`src/rtl/crf_pkg.sv`:
```
// Package: shared widths, opcodes and bit-logic function codes for the
// condition register field unit. Assumes the register splits evenly into
// fields of FLD_W bits.
package crf_pkg;
    localparam int CR_W      = 32;
    localparam int FLD_W     = 4;
    localparam int N_FLD     = CR_W / FLD_W;
    localparam int BIT_IDX_W = $clog2(CR_W);
    localparam int FLD_IDX_W = $clog2(N_FLD);
    localparam int IMM_W     = 16;
    localparam int OP_W      = 3;
    localparam int FN_W      = 3;

    typedef enum logic [OP_W-1:0] {
        OP_IDLE   = 3'd0,
        OP_CMP_S  = 3'd1,
        OP_CMP_U  = 3'd2,
        OP_BITLOG = 3'd3,
        OP_FCOPY  = 3'd4,
        OP_MMOVE  = 3'd5
    } crf_op_e;

    typedef enum logic [FN_W-1:0] {
        FN_AND  = 3'd0,
        FN_OR   = 3'd1,
        FN_NAND = 3'd2,
        FN_XOR  = 3'd3,
        FN_NOR  = 3'd4,
        FN_EQV  = 3'd5,
        FN_ANDC = 3'd6,
        FN_ORC  = 3'd7
    } crf_fn_e;
endpackage

```
`src/rtl/crf_compare.sv`:
```
// Module: crf_compare
// Builds the 4-bit compare field {lt, gt, eq, so} from two operands.
// Signed ordering is obtained by flipping both sign bits and reusing the
// unsigned comparator. Assumes DATA_W > IMM_BITS.
module crf_compare
    import crf_pkg::*;
#(
    parameter int DATA_W   = CR_W,
    parameter int IMM_BITS = IMM_W
) (
    input  logic [DATA_W-1:0]   lhs,
    input  logic [DATA_W-1:0]   rhs,
    input  logic [IMM_BITS-1:0] imm,
    input  logic                use_imm,
    input  logic                is_signed,
    input  logic                so,
    output logic [FLD_W-1:0]    fld
);
    localparam int EXT_W = DATA_W - IMM_BITS;
    localparam logic [DATA_W-1:0] SIGN_BIT = {1'b1, {(DATA_W-1){1'b0}}};

    logic [DATA_W-1:0] rhs_sel;
    logic [DATA_W-1:0] flip;
    logic              lt;
    logic              eq;

    // Select the second operand and derive the three ordering flags.
    always_comb begin
        rhs_sel = use_imm ? {{EXT_W{is_signed & imm[IMM_BITS-1]}}, imm} : rhs;
        flip    = is_signed ? SIGN_BIT : '0;
        lt      = (lhs ^ flip) < (rhs_sel ^ flip);
        eq      = (lhs == rhs_sel);
        fld     = {lt, ~lt & ~eq, eq, so};
    end
endmodule

```
`src/rtl/crf_bitop.sv`:
```
// Module: crf_bitop
// Reads two condition bits (index i = register bit CR_W-1-i) and applies
// one of eight two-input functions. Purely combinational.
module crf_bitop
    import crf_pkg::*;
(
    input  logic [CR_W-1:0]      cr,
    input  logic [BIT_IDX_W-1:0] a_idx,
    input  logic [BIT_IDX_W-1:0] b_idx,
    input  logic [FN_W-1:0]      fn,
    output logic                 bit_val
);
    localparam logic [BIT_IDX_W-1:0] TOP_IDX = BIT_IDX_W'(CR_W - 1);

    logic a;
    logic b;

    // Fetch the two source bits, numbered from the most significant end.
    always_comb begin
        a = cr[TOP_IDX - a_idx];
        b = cr[TOP_IDX - b_idx];
    end

    // Apply the selected function.
    always_comb begin
        case (fn)
            FN_AND:  bit_val = a & b;
            FN_OR:   bit_val = a | b;
            FN_NAND: bit_val = ~(a & b);
            FN_XOR:  bit_val = a ^ b;
            FN_NOR:  bit_val = ~(a | b);
            FN_EQV:  bit_val = ~(a ^ b);
            FN_ANDC: bit_val = a & ~b;
            default: bit_val = a | ~b;
        endcase
    end
endmodule

```
`src/rtl/crf_update.sv`:
```
// Module: crf_update
// Computes the next register value for every opcode, one slice per field.
// Unknown opcodes pass the current value through. Field indices are the
// low FLD_IDX_W bits of the index inputs.
module crf_update
    import crf_pkg::*;
(
    input  logic [CR_W-1:0]      cr,
    input  logic [OP_W-1:0]      op,
    input  logic [BIT_IDX_W-1:0] dst_idx,
    input  logic [BIT_IDX_W-1:0] src_idx,
    input  logic [FLD_W-1:0]     cmp_fld,
    input  logic                 bit_val,
    input  logic [CR_W-1:0]      opnd,
    input  logic [N_FLD-1:0]     mask,
    output logic [CR_W-1:0]      nxt
);
    logic [FLD_IDX_W-1:0] dst_f;
    logic [FLD_IDX_W-1:0] src_f;
    logic [FLD_W-1:0]     fld_arr [N_FLD];
    logic [FLD_W-1:0]     src_val;

    // Narrow the indices to field width.
    always_comb begin
        dst_f = dst_idx[FLD_IDX_W-1:0];
        src_f = src_idx[FLD_IDX_W-1:0];
    end

    // Pick the source field for a copy.
    always_comb src_val = fld_arr[src_f];

    for (genvar f = 0; f < N_FLD; f++) begin : g_fld
        localparam int LO = CR_W - FLD_W * (f + 1);
        logic [FLD_W-1:0] cur;
        logic [FLD_W-1:0] nxt_f;

        assign cur        = cr[LO +: FLD_W];
        assign fld_arr[f] = cur;

        // Next value of field f for the current opcode.
        always_comb begin
            nxt_f = cur;
            case (op)
                OP_CMP_S, OP_CMP_U: begin
                    if (dst_f == FLD_IDX_W'(f)) nxt_f = cmp_fld;
                end
                OP_FCOPY: begin
                    if (dst_f == FLD_IDX_W'(f)) nxt_f = src_val;
                end
                OP_MMOVE: begin
                    if (mask[N_FLD-1-f]) nxt_f = opnd[LO +: FLD_W];
                end
                OP_BITLOG: begin
                    for (int k = 0; k < FLD_W; k++) begin
                        if (dst_idx == BIT_IDX_W'(CR_W - 1 - LO - k)) nxt_f[k] = bit_val;
                    end
                end
                default: ;
            endcase
        end

        assign nxt[LO +: FLD_W] = nxt_f;
    end
endmodule

```
`src/rtl/crf_unit.sv`:
```
// Module: crf_unit (top)
// Holds the condition register and applies at most one command per clock.
// Results appear on cr_out after the edge that samples the command.
// Reset is synchronous and active low.
module crf_unit
    import crf_pkg::*;
(
    input  logic                 clk,
    input  logic                 rst_n,
    input  logic                 cmd_valid,
    input  logic [OP_W-1:0]      cmd_op,
    input  logic [FN_W-1:0]      cmd_fn,
    input  logic [BIT_IDX_W-1:0] cmd_dst,
    input  logic [BIT_IDX_W-1:0] cmd_src_a,
    input  logic [BIT_IDX_W-1:0] cmd_src_b,
    input  logic [CR_W-1:0]      opnd_a,
    input  logic [CR_W-1:0]      opnd_b,
    input  logic [IMM_W-1:0]     imm_val,
    input  logic                 use_imm,
    input  logic                 so_in,
    input  logic [N_FLD-1:0]     fld_mask,
    output logic [CR_W-1:0]      cr_out
);
    logic [CR_W-1:0]  cr_q;
    logic [CR_W-1:0]  cr_nxt;
    logic [FLD_W-1:0] cmp_fld;
    logic             bit_val;
    logic             signed_cmp;

    assign signed_cmp = (cmd_op == OP_CMP_S);

    crf_compare #(.DATA_W(CR_W), .IMM_BITS(IMM_W)) u_cmp (
        .lhs       (opnd_a),
        .rhs       (opnd_b),
        .imm       (imm_val),
        .use_imm   (use_imm),
        .is_signed (signed_cmp),
        .so        (so_in),
        .fld       (cmp_fld)
    );

    crf_bitop u_bit (
        .cr      (cr_q),
        .a_idx   (cmd_src_a),
        .b_idx   (cmd_src_b),
        .fn      (cmd_fn),
        .bit_val (bit_val)
    );

    crf_update u_upd (
        .cr      (cr_q),
        .op      (cmd_op),
        .dst_idx (cmd_dst),
        .src_idx (cmd_src_a),
        .cmp_fld (cmp_fld),
        .bit_val (bit_val),
        .opnd    (opnd_a),
        .mask    (fld_mask),
        .nxt     (cr_nxt)
    );

    // Register update: clear on reset, load on a valid command.
    always_ff @(posedge clk) begin
        if (!rst_n)         cr_q <= '0;
        else if (cmd_valid) cr_q <= cr_nxt;
    end

    assign cr_out = cr_q;
endmodule

```
`config.mk`:
```
export PLATFORM = sky130hd
export DESIGN_NAME = crf_unit
export DESIGN_NICKNAME = d
export VERILOG_FILES = /design/src/rtl/crf_pkg.sv /design/src/rtl/crf_compare.sv /design/src/rtl/crf_bitop.sv /design/src/rtl/crf_update.sv /design/src/rtl/crf_unit.sv
export SDC_FILE = /design/constraint.sdc
export NUM_CORES = 1
export LEC_CHECK = 0
export ABC_AREA = 1
export BUFFER_PORTS_ARGS = -buffer_cell sky130_fd_sc_hd__buf_2
export CAP_MARGIN = 10
export CORE_ASPECT_RATIO = 0.6
export CORE_MARGIN = 2
export CORE_UTILIZATION = 50
export DETAILED_ROUTE_END_ITERATION = 10
export PLACE_DENSITY = 0.87
export SYNTH_ARGS = -nofsm -noshare
export SYNTH_HDL_FRONTEND = slang
export SYNTH_SLANG_ARGS = --single-unit
```
`constraint.sdc`:
```
create_clock -name clk -period 5.9 [get_ports clk]
set_input_delay 1.18 -clock clk [delete_from_list [all_inputs] [get_ports clk]]
set_output_delay 1.18 -clock clk [all_outputs]
set_load 0.1 [all_outputs]
```
# [After elaboration in Yosys (flattened, before gate mapping)]
# Cells that the tools add are included.
[op_classes] add_sub_neg=2 order_cmp=4 eq_ne=106 muxes=74 bitwise_logic=16 n_reduce_logical=37
[ops] op="$reduce_and 6->1" n=32
[ops] op="$pmux 4 s4" n=8
[ops] op="$mux 4" n=26
[ops] op="$ne 2x1->1 const B" n=48
[ops] op="$eq 5x5->1 const B" n=16
[ops] op="$mux 32" n=2
[ops] op="$xor 32x32->32" n=2
[ops] op="$eq 5x4->1 const B" n=8
[ops] op="$mux 1" n=34
[ops] op="$eq 32x32->1" n=1
[ops] op="$lt 32x32->1" n=1
[ops] op="$eq 3x3->1 const B" n=9
[ops] op="$eq 5x3->1 const B" n=4
[ops] op="$eq 3x2->1 const B" n=6
[ops] op="$ne 2x2->1 const B" n=8
[ops] op="$bmux 4 s3" n=1
[ops] op="$lt 5x6->1 const B" n=2
[ops] op="$bmux 1 s5" n=2
[ops] op="$eq 5x2->1 const B" n=2
[ops] op="$sub 5x5->5 const A" n=2
[ops] op="$eq 3x1->1 const B" n=3
[ops] op="$pmux 1 s7" n=1
[ops] op="$logic_not 3->1" n=2
[ops] op="$not 1->1" n=6
[ops] op="9 further kinds" n=13
[totals] ff_bits=32 inputBits=114 output_inout_bits=32 word_cells=271

# [Longest topological paths before layout]
[depth] depth_word=9 mapped_depth=23 ltp_nobuf=21

# [Hierarchy]
# From an unflattened synthesis, not the netlist that was laid out.
[unflattened] cells_unflattened=1130 area_unflattened_um2=5943.2
[modules_own_cells] mod="crf_update" n_inst=1 cells_each=573 area_per_inst_um2=2519.9
[modules_own_cells] mod="crf_unit" n_inst=1 cells_each=203 area_per_inst_um2=1342.5
[modules_own_cells] mod="crf_compare" n_inst=1 cells_each=172 area_per_inst_um2=1208.7
[modules_own_cells] mod="crf_bitop" n_inst=1 cells_each=182 area_per_inst_um2=872.1

# [Worst setup path before layout]
# Ideal clock, no wire load.
[synth_timing] path_kind="input port to flip-flop" start="input port cmd_src_a[0]" end="register cr_q[22], in the netlist cr_out[22]" setup_ps=121 t_arrival_ps=3559 required_ps=5779 slack_ps=2220 stages=23 path_buffers=4 cell_sequence="buf_2 > inv_1 > buf_2 > buf_2 > nand2_1 > a31oi_1 > o21ai_0 > nand3_1 > nand3_1 > nand2_1 > inv_1 > ha_1 > inv_1 > nand2_1 > nand3_1 > nand3_1 > nand3_1 > buf_2 > nand2_1 > inv_1 > nand2_1 > nor2_1 > a21oi_1"
[synth_between] elab_chain_cells=8
[synth_lines] element="start: declaration" line="crf_unit.sv:14" rtl="input logic [BIT_IDX_W-1:0] cmd_src_a,"
[synth_lines] element="$sub 5x5->5" line="crf_bitop.sv:20" rtl="a = cr[TOP_IDX - a_idx];"
[synth_lines] element="$bmux 1 s5" line="crf_bitop.sv:20"
[synth_lines] element="$mux 1 (not written as such)" line="crf_bitop.sv:20"
[synth_lines] element="$xor 1x1->1, or another cell as far along" line="crf_bitop.sv:30, crf_bitop.sv:32"
[synth_lines] element="$not 1->1, on equally long branches" line="crf_bitop.sv:32, crf_bitop.sv:31, crf_bitop.sv:29"
[synth_lines] element="$pmux 1 s7" line="crf_bitop.sv:26" rtl="case (fn)"
[synth_lines] element="$mux 1" line="crf_update.sv:55" rtl="if (dst_idx == BIT_IDX_W'(CR_W - 1 - LO - k)) nxt_f[k] = bit_val;"
[synth_lines] element="$pmux 4 s4 (*)" line="crf_update.sv:43" rtl="case (op)"
[synth_lines] element="end signal: assignment" line="crf_unit.sv:65" rtl="else if (cmd_valid) cr_q <= cr_nxt;"
[synth_lines] element="end: declaration" line="crf_unit.sv:24" rtl="logic [CR_W-1:0] cr_q;"
# Every way passes the cells marked *; elsewhere a longest branch is shown, timed or not. The select of a mux whose other input is x is not followed.
# A chain may end at the register's enable or synchronous reset.

# [Worst setup path in the final report]
[layout_timing] start="input port cmd_src_a[0]" end="register cr_q[11], in the netlist cr_out[11]"
# Same word-level chain as after synthesis.

==> impl_metrics.ini <==
[worst_setup_path]
end_kind = register
worstSetupPathType = in2reg
start_kind = input port
critPathArrivalTime_ps = 4350
startpoint = cmd_src_a[0]
reg2reg_from = cr_out[16]
cp_max_fo = 25
worst_ep_required_time_ps = 6060

[synthesis]
muxShareOfSynthArea_pct = 3.07
synth-simple-area-share_pct = 40.9
syn_avg_cell_area_um2 = 5.63
synth_ff_type = dfxtp_1
synthAdderAreaFrac_pct = 11.8
synth_cells = 812
synth_edf_count = 0
synth-seq-cells = 32
synth_compound_area_share_pct = 20.2
ys_seq_area_share_pct = 14.0
yosysMostFrequentCell = nand2_1
yosys_warnings = 0
async_flop_share_pct = 0
synth_top_family_by_area = simple AND/OR/NAND/NOR gates
mappedNetlistArea_mm2 = 0.00457
synthDistinctLibCells = 35
syn_nets = 969
synth_common_cells = 239 x nand2_1, 95 x o21ai_0, 89 x nor2_1, 76 x nand3_1, 75 x inv_1
post_synth_xor_area_fraction_pct = 0.383
synth_area_leaders = nand2_1 20%, dfxtp_1 14%, ha_1 12%
synth_top_area_share_pct = 19.6
synth_top_cell_by_area = nand2_1

[placement]
port-buffer-count = 145
gp_congestion = 1.02
post-place-ws_ps = 1590
dp_hpwl_um = 13600
placed_area_mm2 = 0.00529

[clock_tree]
insertion_delay_ps = 290
clk_pin_slew_worst_paths_ps = 60
ctsResizeCount = 0
clock_path_buffers = 2
cts_buffers = 5
cts_root_buf = clkbuf_16
cts_htree_levels = 2
cts_setup_buffers = 0
tritoncts = built
postCtsHoldBufs = 0
cts.sinks = 32

[flow_run]
max_cap_viol_count = 0

[finish]
fill_cells = 864
area_delta_synth_final_pct = 19.8
drive_gt1_share_pct = 18.1
fin_area_mm2 = 0.00548
largest_reg_flops = 32
n_antenna_cell = 0
final_nets = 1090

[timing]
setup_viol = 0
relSlewSlack_pct = 40.9
final_hold_viol_count = 0
slew_viol_final = 0
fin_crit_sh_pct = 71.0
final.min_clock_period_ps = 4190
finalClockSkew_ps = 5.74
rsz0062_at_grt = no
max_freq_mhz = 239
fin_setup_tns_ps = 0
worstMarginPinSlew_ps = 886
hold-worst-slack_ps = 569
setup_ws_ps = 1710

[routing]
num_vias = 6096
viasPerCell = 5.83
wl_um = 17000
drt-pass1-iter-count = 9
drt-initial-drc-count = 771
drc_errors = 0
wl_per_cell_um = 16.3
postRouteAntennaNets = 0

[die]
io_pins = 146
start_util_pct = 52.6
die-width_um = 127
fp.dieH_um = 78.1
coreArea_mm2 = 0.00869
dieArea_mm2 = 0.00995
fp-row-count = 26

[status]
outcome = finished clean

[pwr]
p_total_mw = 1.07
leakage_nw = 2.92
ir_worst_vdd_v = 0.000145
power_density_mw_per_mm2 = 196

[global_routing]
top_usage_layer = met1
use_met1_pct = 50.6
first_global_vias = 5205
grt_use_met3_pct = 13.5
grt_overflow = 0
grt_pass1_wl_um = 26900
grt_use_met2_pct = 45.6
antenna_found_initial = 0
grt_max_degree = 36
grt_util_all_layers_pct = 34.1

[hold_path]
min_from = cr_out[13]
hp-class = reg2reg
-- where the power goes --
part           switching, mW  leakage (nW)  internal [mW]  total (mW)
logic                  0.354          2.57          0.139       0.494
registers             0.0222         0.262          0.232       0.254
clock network          0.103        0.0901          0.222       0.326
total                  0.480          2.92          0.594        1.07
-- layer usage --
layer | vias up | routed length, um
met2 | 450 | 6430
li1 | 2933 | -
met5 | - | 0
met4 | 0 | 355
met1 | 2662 | 7600
met3 | 51 | 2630
-- per-stage QoR --
step                utilization [%]  std cells
finish                         63.0       1046
global route                   63.0       1046
CTS                            63.0       1046
detailed placement             60.9       1038
global placement               60.9       1038
floorplan                         -        812
-- cells by family (layout without fill, tap and decap cells) --
kind of cell             after synthesis  count (layout)
multiplexers                          14              14
buffers and inverters                109             231
AO/OA/AOI/OAI                        172             172
AND/OR/NAND/NOR                      440             440
XOR/XNOR                               2               2
adder cells (fa/ha/maj)               43              43
flip-flops                            32              32
-- placed cells by master, fill, tap and decap left out, types with 3 or more instances in the layout --
cell type,n
o221ai_1,3
or2_2,7
o211ai_1,13
nand4_1,12
a31oi_1,3
nor2_1,89
nand3_1,76
ha_1,43
nand3b_1,9
mux2i_1,14
o21ai_0,95
dfxtp_1,32
buf_2,145
inv_1,75
clkbuf_16,5
o21ai_1,3
a21oi_1,50
nand2_1,239
-- final timing paths --
path	cells after the start	slack [ps]	to
worst max register to register	18	2880	cr_out[11]
worst min-delay path	2	570	cr_out[13]
worst min register to register	2	570	cr_out[13]
worst max-delay path	20	1710	cr_out[11]
-- layout make-up --
type                       instances  area [um^2]  area share, %
clock inverter                     1         30.0          0.548
multi-input combinational        671         3490           63.8
timing repair buffer             145          726           13.3
clock buffer                       7          153           2.79
sequential                        32          641           11.7
inverter                          78          295           5.39
tap                              112          140           2.56
-- critical path, cell delays in order --
cell and delay [ps]:
buf_2 340, inv_1 400, nand2_1 180, o21ai_0 100, o211ai_1 200, nand3_1 110, nand3b_1 100, nand2_1 110
inv_1 110, ha_1 240, inv_1 60, nand2_1 50, nand3_1 80, nand3_1 70, nand3_1 310, nand2_1 100
inv_1 230, nand2_1 110, nor2_1 160, a21oi_1 100
Power figures use the tool's default switching activity.
